$ cat config.mk
export PLATFORM = sky130hd
export DESIGN_NAME = fn_reuse_table
export DESIGN_NICKNAME = d
export VERILOG_FILES = /design/src/rtl/fnr_pkg.sv /design/src/rtl/fnr_match.sv /design/src/rtl/fnr_victim.sv /design/src/rtl/fn_reuse_table.sv
export SDC_FILE = /design/constraint.sdc
export NUM_CORES = 2
export LEC_CHECK = 0
export ABC_CLOCK_PERIOD_IN_PS = 19900
export BUFFER_PORTS_ARGS = -buffer_cell sky130_fd_sc_hd__buf_4
export CORE_AREA = 8 8 272 300
export DETAILED_ROUTE_END_ITERATION = 8
export DIE_AREA = 0 0 280 308
export GPL_TIMING_DRIVEN = 0
export PLACE_DENSITY = 0.79
export SYNTH_ARGS = -nofsm -noshare
export SYNTH_HDL_FRONTEND = slang
export SYNTH_SLANG_ARGS = --single-unit
export TNS_END_PERCENT = 10
$ cat constraint.sdc
create_clock -name clk -period 19.9 [get_ports clk]
set_clock_uncertainty 0.1 [all_clocks]
set_input_delay 3.98 -clock clk [delete_from_list [all_inputs] [get_ports clk]]
set_output_delay 3.98 -clock clk [all_outputs]
set_load 0.01 [all_outputs]
$ cat src/rtl/fnr_pkg.sv
package fnr_pkg;
  localparam int FNR_ENTRIES = 8;
  localparam int FNR_ID_W    = 16;
  localparam int FNR_ARG_W   = 32;
  localparam int FNR_RES_W   = 32;

  typedef enum logic [1:0] {
    INS_NONE,
    INS_UPDATE,
    INS_FILL,
    INS_REPLACE
  } fnr_ins_e;
endpackage

$ cat src/rtl/fnr_match.sv
module fnr_match #(
  parameter int ENTRIES = fnr_pkg::FNR_ENTRIES,
  parameter int KEY_W   = 80
) (
  input  logic [KEY_W-1:0]   keys [ENTRIES],
  input  logic [ENTRIES-1:0] valid,
  input  logic [KEY_W-1:0]   key,
  output logic [ENTRIES-1:0] hit_vec
);
  for (genvar g = 0; g < ENTRIES; g++) begin : g_cmp
    assign hit_vec[g] = valid[g] && (keys[g] == key);
  end
endmodule

$ cat src/rtl/fnr_victim.sv
module fnr_victim
  import fnr_pkg::*;
#(
  parameter int ENTRIES = FNR_ENTRIES,
  localparam int IDX_W  = (ENTRIES > 1) ? $clog2(ENTRIES) : 1
) (
  input  logic               req,
  input  logic [ENTRIES-1:0] valid,
  input  logic [ENTRIES-1:0] hit_vec,
  input  logic [IDX_W-1:0]   rr_ptr,
  output fnr_ins_e           action,
  output logic [IDX_W-1:0]   slot
);
  logic [IDX_W-1:0] hit_idx;
  logic [IDX_W-1:0] free_idx;

  always_comb begin
    hit_idx = '0;
    for (int i = 0; i < ENTRIES; i++)
      if (hit_vec[i]) hit_idx = hit_idx | IDX_W'(i);
  end

  always_comb begin
    free_idx = '0;
    for (int i = ENTRIES - 1; i >= 0; i--)
      if (!valid[i]) free_idx = IDX_W'(i);
  end

  always_comb begin
    action = INS_NONE;
    slot   = rr_ptr;
    if (req) begin
      if (|hit_vec) begin
        action = INS_UPDATE;
        slot   = hit_idx;
      end else if (!(&valid)) begin
        action = INS_FILL;
        slot   = free_idx;
      end else begin
        action = INS_REPLACE;
        slot   = rr_ptr;
      end
    end
  end
endmodule

$ cat src/rtl/fn_reuse_table.sv
module fn_reuse_table
  import fnr_pkg::*;
#(
  parameter int ENTRIES = FNR_ENTRIES,
  parameter int ID_W    = FNR_ID_W,
  parameter int ARG_W   = FNR_ARG_W,
  parameter int RES_W   = FNR_RES_W
) (
  input  logic             clk,
  input  logic             rst,
  input  logic             flush,
  input  logic             lk_valid,
  input  logic [ID_W-1:0]  lk_id,
  input  logic [ARG_W-1:0] lk_arg0,
  input  logic [ARG_W-1:0] lk_arg1,
  input  logic             ins_valid,
  input  logic [ID_W-1:0]  ins_id,
  input  logic [ARG_W-1:0] ins_arg0,
  input  logic [ARG_W-1:0] ins_arg1,
  input  logic [RES_W-1:0] ins_result,
  output logic             rsp_valid,
  output logic             rsp_skip,
  output logic [RES_W-1:0] rsp_result
);
  localparam int KEY_W = ID_W + 2 * ARG_W;
  localparam int IDX_W = (ENTRIES > 1) ? $clog2(ENTRIES) : 1;
  localparam logic [IDX_W-1:0] LAST_IDX = IDX_W'(ENTRIES - 1);

  logic [KEY_W-1:0]   key_q [ENTRIES];
  logic [RES_W-1:0]   res_q [ENTRIES];
  logic [ENTRIES-1:0] valid_q;
  logic [IDX_W-1:0]   rr_q;

  logic [KEY_W-1:0]   lk_key, ins_key;
  logic [ENTRIES-1:0] lk_hit_vec, ins_hit_vec;
  logic [RES_W-1:0]   lk_res;
  fnr_ins_e           ins_action;
  logic [IDX_W-1:0]   ins_slot;

  assign lk_key  = {lk_id, lk_arg0, lk_arg1};
  assign ins_key = {ins_id, ins_arg0, ins_arg1};

  fnr_match #(.ENTRIES(ENTRIES), .KEY_W(KEY_W)) u_lk_match (
    .keys(key_q), .valid(valid_q), .key(lk_key), .hit_vec(lk_hit_vec)
  );

  fnr_match #(.ENTRIES(ENTRIES), .KEY_W(KEY_W)) u_ins_match (
    .keys(key_q), .valid(valid_q), .key(ins_key), .hit_vec(ins_hit_vec)
  );

  fnr_victim #(.ENTRIES(ENTRIES)) u_victim (
    .req(ins_valid && !flush), .valid(valid_q), .hit_vec(ins_hit_vec),
    .rr_ptr(rr_q), .action(ins_action), .slot(ins_slot)
  );

  // Payload storage: written by index, no reset, read only behind a valid hit.
  always_ff @(posedge clk) begin
    if (ins_action != INS_NONE) begin
      key_q[ins_slot] <= ins_key;
      res_q[ins_slot] <= ins_result;
    end
  end

  always_ff @(posedge clk) begin
    if (rst || flush) begin
      valid_q <= '0;
      rr_q    <= '0;
    end else if (ins_action != INS_NONE) begin
      valid_q[ins_slot] <= 1'b1;
      if (ins_action == INS_REPLACE)
        rr_q <= (rr_q == LAST_IDX) ? '0 : rr_q + 1'b1;
    end
  end

  always_comb begin
    lk_res = '0;
    for (int i = 0; i < ENTRIES; i++)
      if (lk_hit_vec[i]) lk_res = lk_res | res_q[i];
  end

  always_ff @(posedge clk) begin
    if (rst) begin
      rsp_valid  <= 1'b0;
      rsp_skip   <= 1'b0;
      rsp_result <= '0;
    end else begin
      rsp_valid  <= lk_valid;
      rsp_skip   <= lk_valid && (|lk_hit_vec);
      rsp_result <= (lk_valid && (|lk_hit_vec)) ? lk_res : '0;
    end
  end

  AST_RSP_QUIET_AFTER_RST: assert property (@(posedge clk) disable iff (rst)
    $past(rst) |-> (!rsp_valid && !rsp_skip && rsp_result == '0));
  AST_SKIP_NEEDS_REQ: assert property (@(posedge clk) disable iff (rst)
    rsp_skip |-> $past(lk_valid));
  AST_INSERT_THEN_HIT: assert property (@(posedge clk) disable iff (rst)
    (ins_valid && !flush) ##1 (lk_valid && lk_key == $past(ins_key))
    |=> (rsp_skip && rsp_result == $past(ins_result, 2)));
  AST_KEY_UNIQUE: assert property (@(posedge clk) disable iff (rst)
    $onehot0(lk_hit_vec) && $onehot0(ins_hit_vec));
  AST_FILL_FREE: assert property (@(posedge clk) disable iff (rst)
    (ins_action == INS_FILL) |-> !valid_q[ins_slot]);
  AST_REPLACE_FULL: assert property (@(posedge clk) disable iff (rst)
    (ins_action == INS_REPLACE) |-> (&valid_q));
  AST_PTR_HOLD: assert property (@(posedge clk) disable iff (rst)
    (!flush && ins_action != INS_REPLACE) |=> $stable(rr_q));
  AST_FLUSH_EMPTY: assert property (@(posedge clk) disable iff (rst)
    $past(flush) && lk_valid |=> !rsp_skip);
endmodule

==> qor.yml, run 1 <==
yosys:
  yosysTopAreaCellShare_pct: 59.2
  synthTopCellsByArea: "edfxtp_1 (59%), xnor2_1 (9.3%), xor2_1 (7.5%), nand4_1 (2.3%), nor4_1 (2.2%)"
  synth-main-ff-cell: "edfxtp_1"
  avgSynthCellArea_um2: 13.5
  ys_ff_latch: 941
  async_flop_share_pct: 0
  synth_largest_area_cell: "edfxtp_1"
  ys_seq_area_share_pct: 61.1
  syn_area_mm2: 0.0455
  synth_nets: 3565
  synth_edf_count: 896
  synthCells: 3366
  synthDistinctLibCells: 74
  yosys_warnings: 0
clock_network:
  clk_path_buf_depth: 3
  cts.sinks: 941
  cts_buffers: 94
  post_cts_resized: 0
  cts_hold_buf: 0
  cts_setup_buffers: 0
  cts.htree.levels: 3
  cts-root-buf: "clkbuf_16"
die:
  io_pins: 231
  fp.dieH_um: 308
  rows: 107
  start_util_pct: 59.3
  die_w_um: 280
placement:
  dp.final_hpwl_um: 212000
  gp_congestion: 1.44
  dp_slack_ps: 9320
  port_buffers: 160
grt:
  grt_max_degree: 17
  grt_first_pass_wirelength_um: 393000
  grt_overflow_total: 16
  grt_pass1_vias: 40476
  grt_use_total_pct: 68.8
run_status:
  lastStage: "5_1_grt"
  status: "stopped before the end"
  first-error: "[ERROR GRT-0116] Global routing finished with congestion. Check the congestion regions in the DRC Viewer."
## cells by family after synthesis
family                     after synthesis  synth area share [%]
buffers and inverters                  404                  4.21
and+or+nand+nor                        590                  8.08
DFF                                    941                  61.1
AOI/OAI and AO/OA                      557                  9.70
xor gates and xnor gates               869                  16.7
adders and majority gates                2                0.0550
muxes                                    3                0.0770
## stage by stage
step | setup TNS (ps) | hold WS (ps) | cells | instance area [µm²] | utilization, %
after floorplan | 0 | 358 | 3366 | 45500 | -
after global placement | -3786980 | 383 | 4561 | 48000 | 62.5
after detailed placement | 0 | 395 | 4672 | 49300 | 64.3
after CTS | 0 | 403 | 4847 | 52400 | 68.4
## Yosys cell counts (38+ instances only)
cell      instances
nand4_1         170
xor2_1          388
dfxtp_1          45
nor4_1          160
a22o_1           78
buf_2           130
xnor2_1         481
nor3_1           38
a221oi_1         84
nand2b_1         86
inv_1           189
a22oi_1          87
o22ai_1         131
edfxtp_1        896
## routing by layer
metal / overflow / global-route usage [%]
met1: 0 / 70.2
met2: 6 / 83.2
met3: 0 / 56.3
met4: 10 / 62.6
met5: 0 / 32.6
==> run 2: changes to the inputs <==
Settings changed: CORE_AREA 8 8 272 300 to 8 8 347 349, DIE_AREA 0 0 280 308 to 0 0 355 357, PLACE_DENSITY 0.79 to not set, PLACE_DENSITY_LB_ADDON set to 0.15.
==> run 2 against run 1 <==
  * Synthesized area unchanged
  * Synthesized cell count unchanged
  * The flow now finishes, with violations (capacitance limit, slew limit)
==> qor.yml, run 2 <==
yosys:
  ys_seq_area_share_pct: 61.1  # unchanged
  synth_largest_area_cell: "edfxtp_1"
  synth_nets: 3565  # unchanged
  avgSynthCellArea_um2: 13.5  # unchanged
  async_flop_share_pct: 0  # unchanged
  synthDistinctLibCells: 74  # unchanged
  synth.most_common_cell: "edfxtp_1"
  synthTopCellsByArea: "edfxtp_1 (59%), xnor2_1 (9.3%), xor2_1 (7.5%), nand4_1 (2.3%), nor4_1 (2.2%)"
  synthCells: 3366  # unchanged
  yosys_warnings: 0  # unchanged
  synth_edf_count: 896  # unchanged
  syn_area_mm2: 0.0455  # unchanged
  synth-main-ff-cell: "edfxtp_1"
  yosysTopAreaCellShare_pct: 59.2  # unchanged
  ys_ff_latch: 941  # unchanged
  synthTopCellsByCount: "edfxtp_1 (896), xnor2_1 (481), xor2_1 (388), inv_1 (189), nand4_1 (170)"
pwr:
  p_int_w: 0.00350
  p_switching_w: 0.00149
  clockPowerShare_pct: 42.2
  p_per_area_mw_per_mm2: 92.6
  seq_power_share_pct: 44.9
  p_sw_share_pct: 29.9
  combPwrFrac_pct: 12.8
  irDropWorstVdd_uv: 111
  p_leak_nw: 18.0
final_layout:
  reg.largest.list: "key_q (640), res_q (256), rsp_result (32)"
  finalNonFillerCells: 5414
  seqCellArea_mm2: 0.0278
  fin_nets: 3957
  stdcell_area_mm2: 0.0539
  final_cell_mix: "edfxtp_1 (896), xnor2_1 (478), xor2_1 (387), buf_4 (201), inv_1 (189)"
  largest_reg_flops: 640
  regMostFlops: "key_q"
  post-route-util_pct: 46.8
  multiInputGateArea_mm2: 0.0159
  drive_above_1_share_pct: 18.6
  area_growth_pct: 18.5
  final_common_cell: "edfxtp_1"
  nFillCells: 10344
routing:
  dr.pass1.iters: 8
  drcViolationCount: 0
  vias: 40129
  first_iter_violations: 9532
  routed_wl_um: 343000
  drt-vias-per-instance: 7.41
  route.antenna.remaining_nets: 0
  wl_per_cell_um: 63.3
run_status:
  status: "complete, but fails checks"
  violations: "capacitance limit, slew limit"
flow_run:
  cap_viol_max_count: 11
die:
  core_area_mm2: 0.115
  io_pins: 231  # unchanged
  start_util_pct: 39.5  # -20 points
  dieArea_mm2: 0.127
  fp.dieH_um: 357  # +16%
  rows: 125  # +17%
  die_w_um: 355  # +27%
grt:
  grt_pass1_vias: 35645
  grt_use_total_pct: 52.2
  grt_max_degree: 20
  grt_first_pass_wirelength_um: 419000
  antenna_found_initial: 57
  grt_overflow_total: 0
clock_network:
  cts_hold_buf: 0  # unchanged
  cts.clk_slew.worst_paths_ps: 60
  cts_tree: "built"
  clk_path_buf_depth: 3  # unchanged
  cts.htree.levels: 3  # unchanged
  post_cts_resized: 0  # unchanged
  cts.sinks: 941  # unchanged
  cts-root-buf: "clkbuf_16"
  cts_buffers: 105  # +12%
  insertion_delay_ps: 780
  cts_setup_buffers: 0  # unchanged
placement:
  dp.final_hpwl_um: 267000  # +26%
  port_buffers: 160  # unchanged
  placed_cells: 5172  # +11%
  gp_congestion: 1.22  # -15%
  dpl_cell_area_mm2: 0.0501  # +1.6%
critical_path:
  worst_ep_arrival_time_ps: 11470
  worstReg2RegStart: "key_q[256]"
  critPathMaxFanout: 10
  reg2reg_depth: 14
  reg2reg_slack_ps: 12610
  critPathCaptureType: "flop"
  worstSetupStartpointType: "primary input"
  worstPathRequired_ps: 20250
  reg2reg_to: "key_q[3]"
  critical_path_class: "primary input to flop"
min_path:
  holdPathStages: 2
  hp-class: "flop to flop"
  hold_end: "rr_q[0]"
  min_from: "rr_q[0]"
sta:
  fin_crit_sh_pct: 55.9
  hold_viol_final: 0
  finalSetupViolations: 0
  final.setup.tns_ps: 0
  clock.fmax_mhz: 90.0
  relSlewSlack_pct: -16.2
  grt_setup_unrepaired: "false"
  finalMaxSlewViolations: 20
  final_period_minus_worst_setup_slack_ps: 11110
  hold_slack_ps: 439
  tightest_slew_ps: 1730
[run 2: cell counts after synthesis]
Identical to the previous run, type by type.
[run 2: final cells by class]
type,count,share of cell area (%)
plain buffers,187,2.02
clock inverters,69,1.55
diodes,39,0.181
inverters,217,1.54
well taps,1524,3.54
flip-flops and latches,941,51.6
clock buffers,131,5.21
repair buffers,285,4.80
multi-input cells,2021,29.6
[run 2: layer usage]
metal	vias up	global-route usage (%)	wire length [µm]
met3	1295	29.3	57000
met4	16	44.7	38900
met2	5023	69.4	131000
li1	13643	-	-
met5	-	2.08	753
met1	20152	59.8	115000
[run 2: how the worst max path moves through the flow]
stage / start / endpoint / slack (ps) / cells past startpoint
2_1_floorplan: ins_arg1[4] / key_q[0] / 5340 / 11
3_3_place_gp: ins_arg1[16] / key_q[505] / -7190 / 12
3_5_place_dp: ins_arg1[16] / key_q[108] / 8900 / 18
4_1_cts: ins_arg1[16] / key_q[90] / 9700 / 18
5_1_grt: ins_arg1[16] / key_q[90] / 9280 / 18
6_report: ins_arg1[16] / key_q[3] / 8790 / 16
[run 2: through the flow]
stage / setup WS (ps) / total power (W)
final: 8790 / 0.00499
after global routing: 9280 / 0.00498
after CTS: 9700 / 0.00489
after detailed placement: 8900 / 0.00285
after global placement: -7190 / 0.00286
after floorplan: 5340 / 0.00248
[run 2: worst max-delay path, cell delays in order]
cell and delay [ps]:
buf_4 410, buf_2 790, xnor2_1 480, nand4_1 680
nor4_1 1470, nand4_1 220, nor4_1 530, nor4_1 200
a21oi_1 350, o21ai_2 240, nor3_2 930, buf_6 300
buf_6 210, buf_6 200, buf_6 200, buf_6 180
[run 2: cells by family (layout without fill, tap and decap cells)]
kind of cell,after synthesis,after routing,synth area share (%)
fa+ha+maj,2,2,0.0550
simple gates,590,590,8.08
compound gates,557,557,9.70
mux,3,3,0.0770
flops,941,941,61.1
other cells,0,39,0
xor+xnor,869,869,16.7
buf+inv,404,889,4.21
[run 2: power groups by stage]
stage / clock network, W / logic, W / registers [W]
6_report: 0.00211 / 0.000640 / 0.00224
5_1_grt: 0.00214 / 0.000596 / 0.00224
4_1_cts: 0.00208 / 0.000574 / 0.00224
3_5_place_dp: 0 / 0.000571 / 0.00228
3_3_place_gp: 0 / 0.000564 / 0.00230
2_1_floorplan: 0 / 0.000208 / 0.00227
No activity file was read; power rests on OpenSTA's default activity.
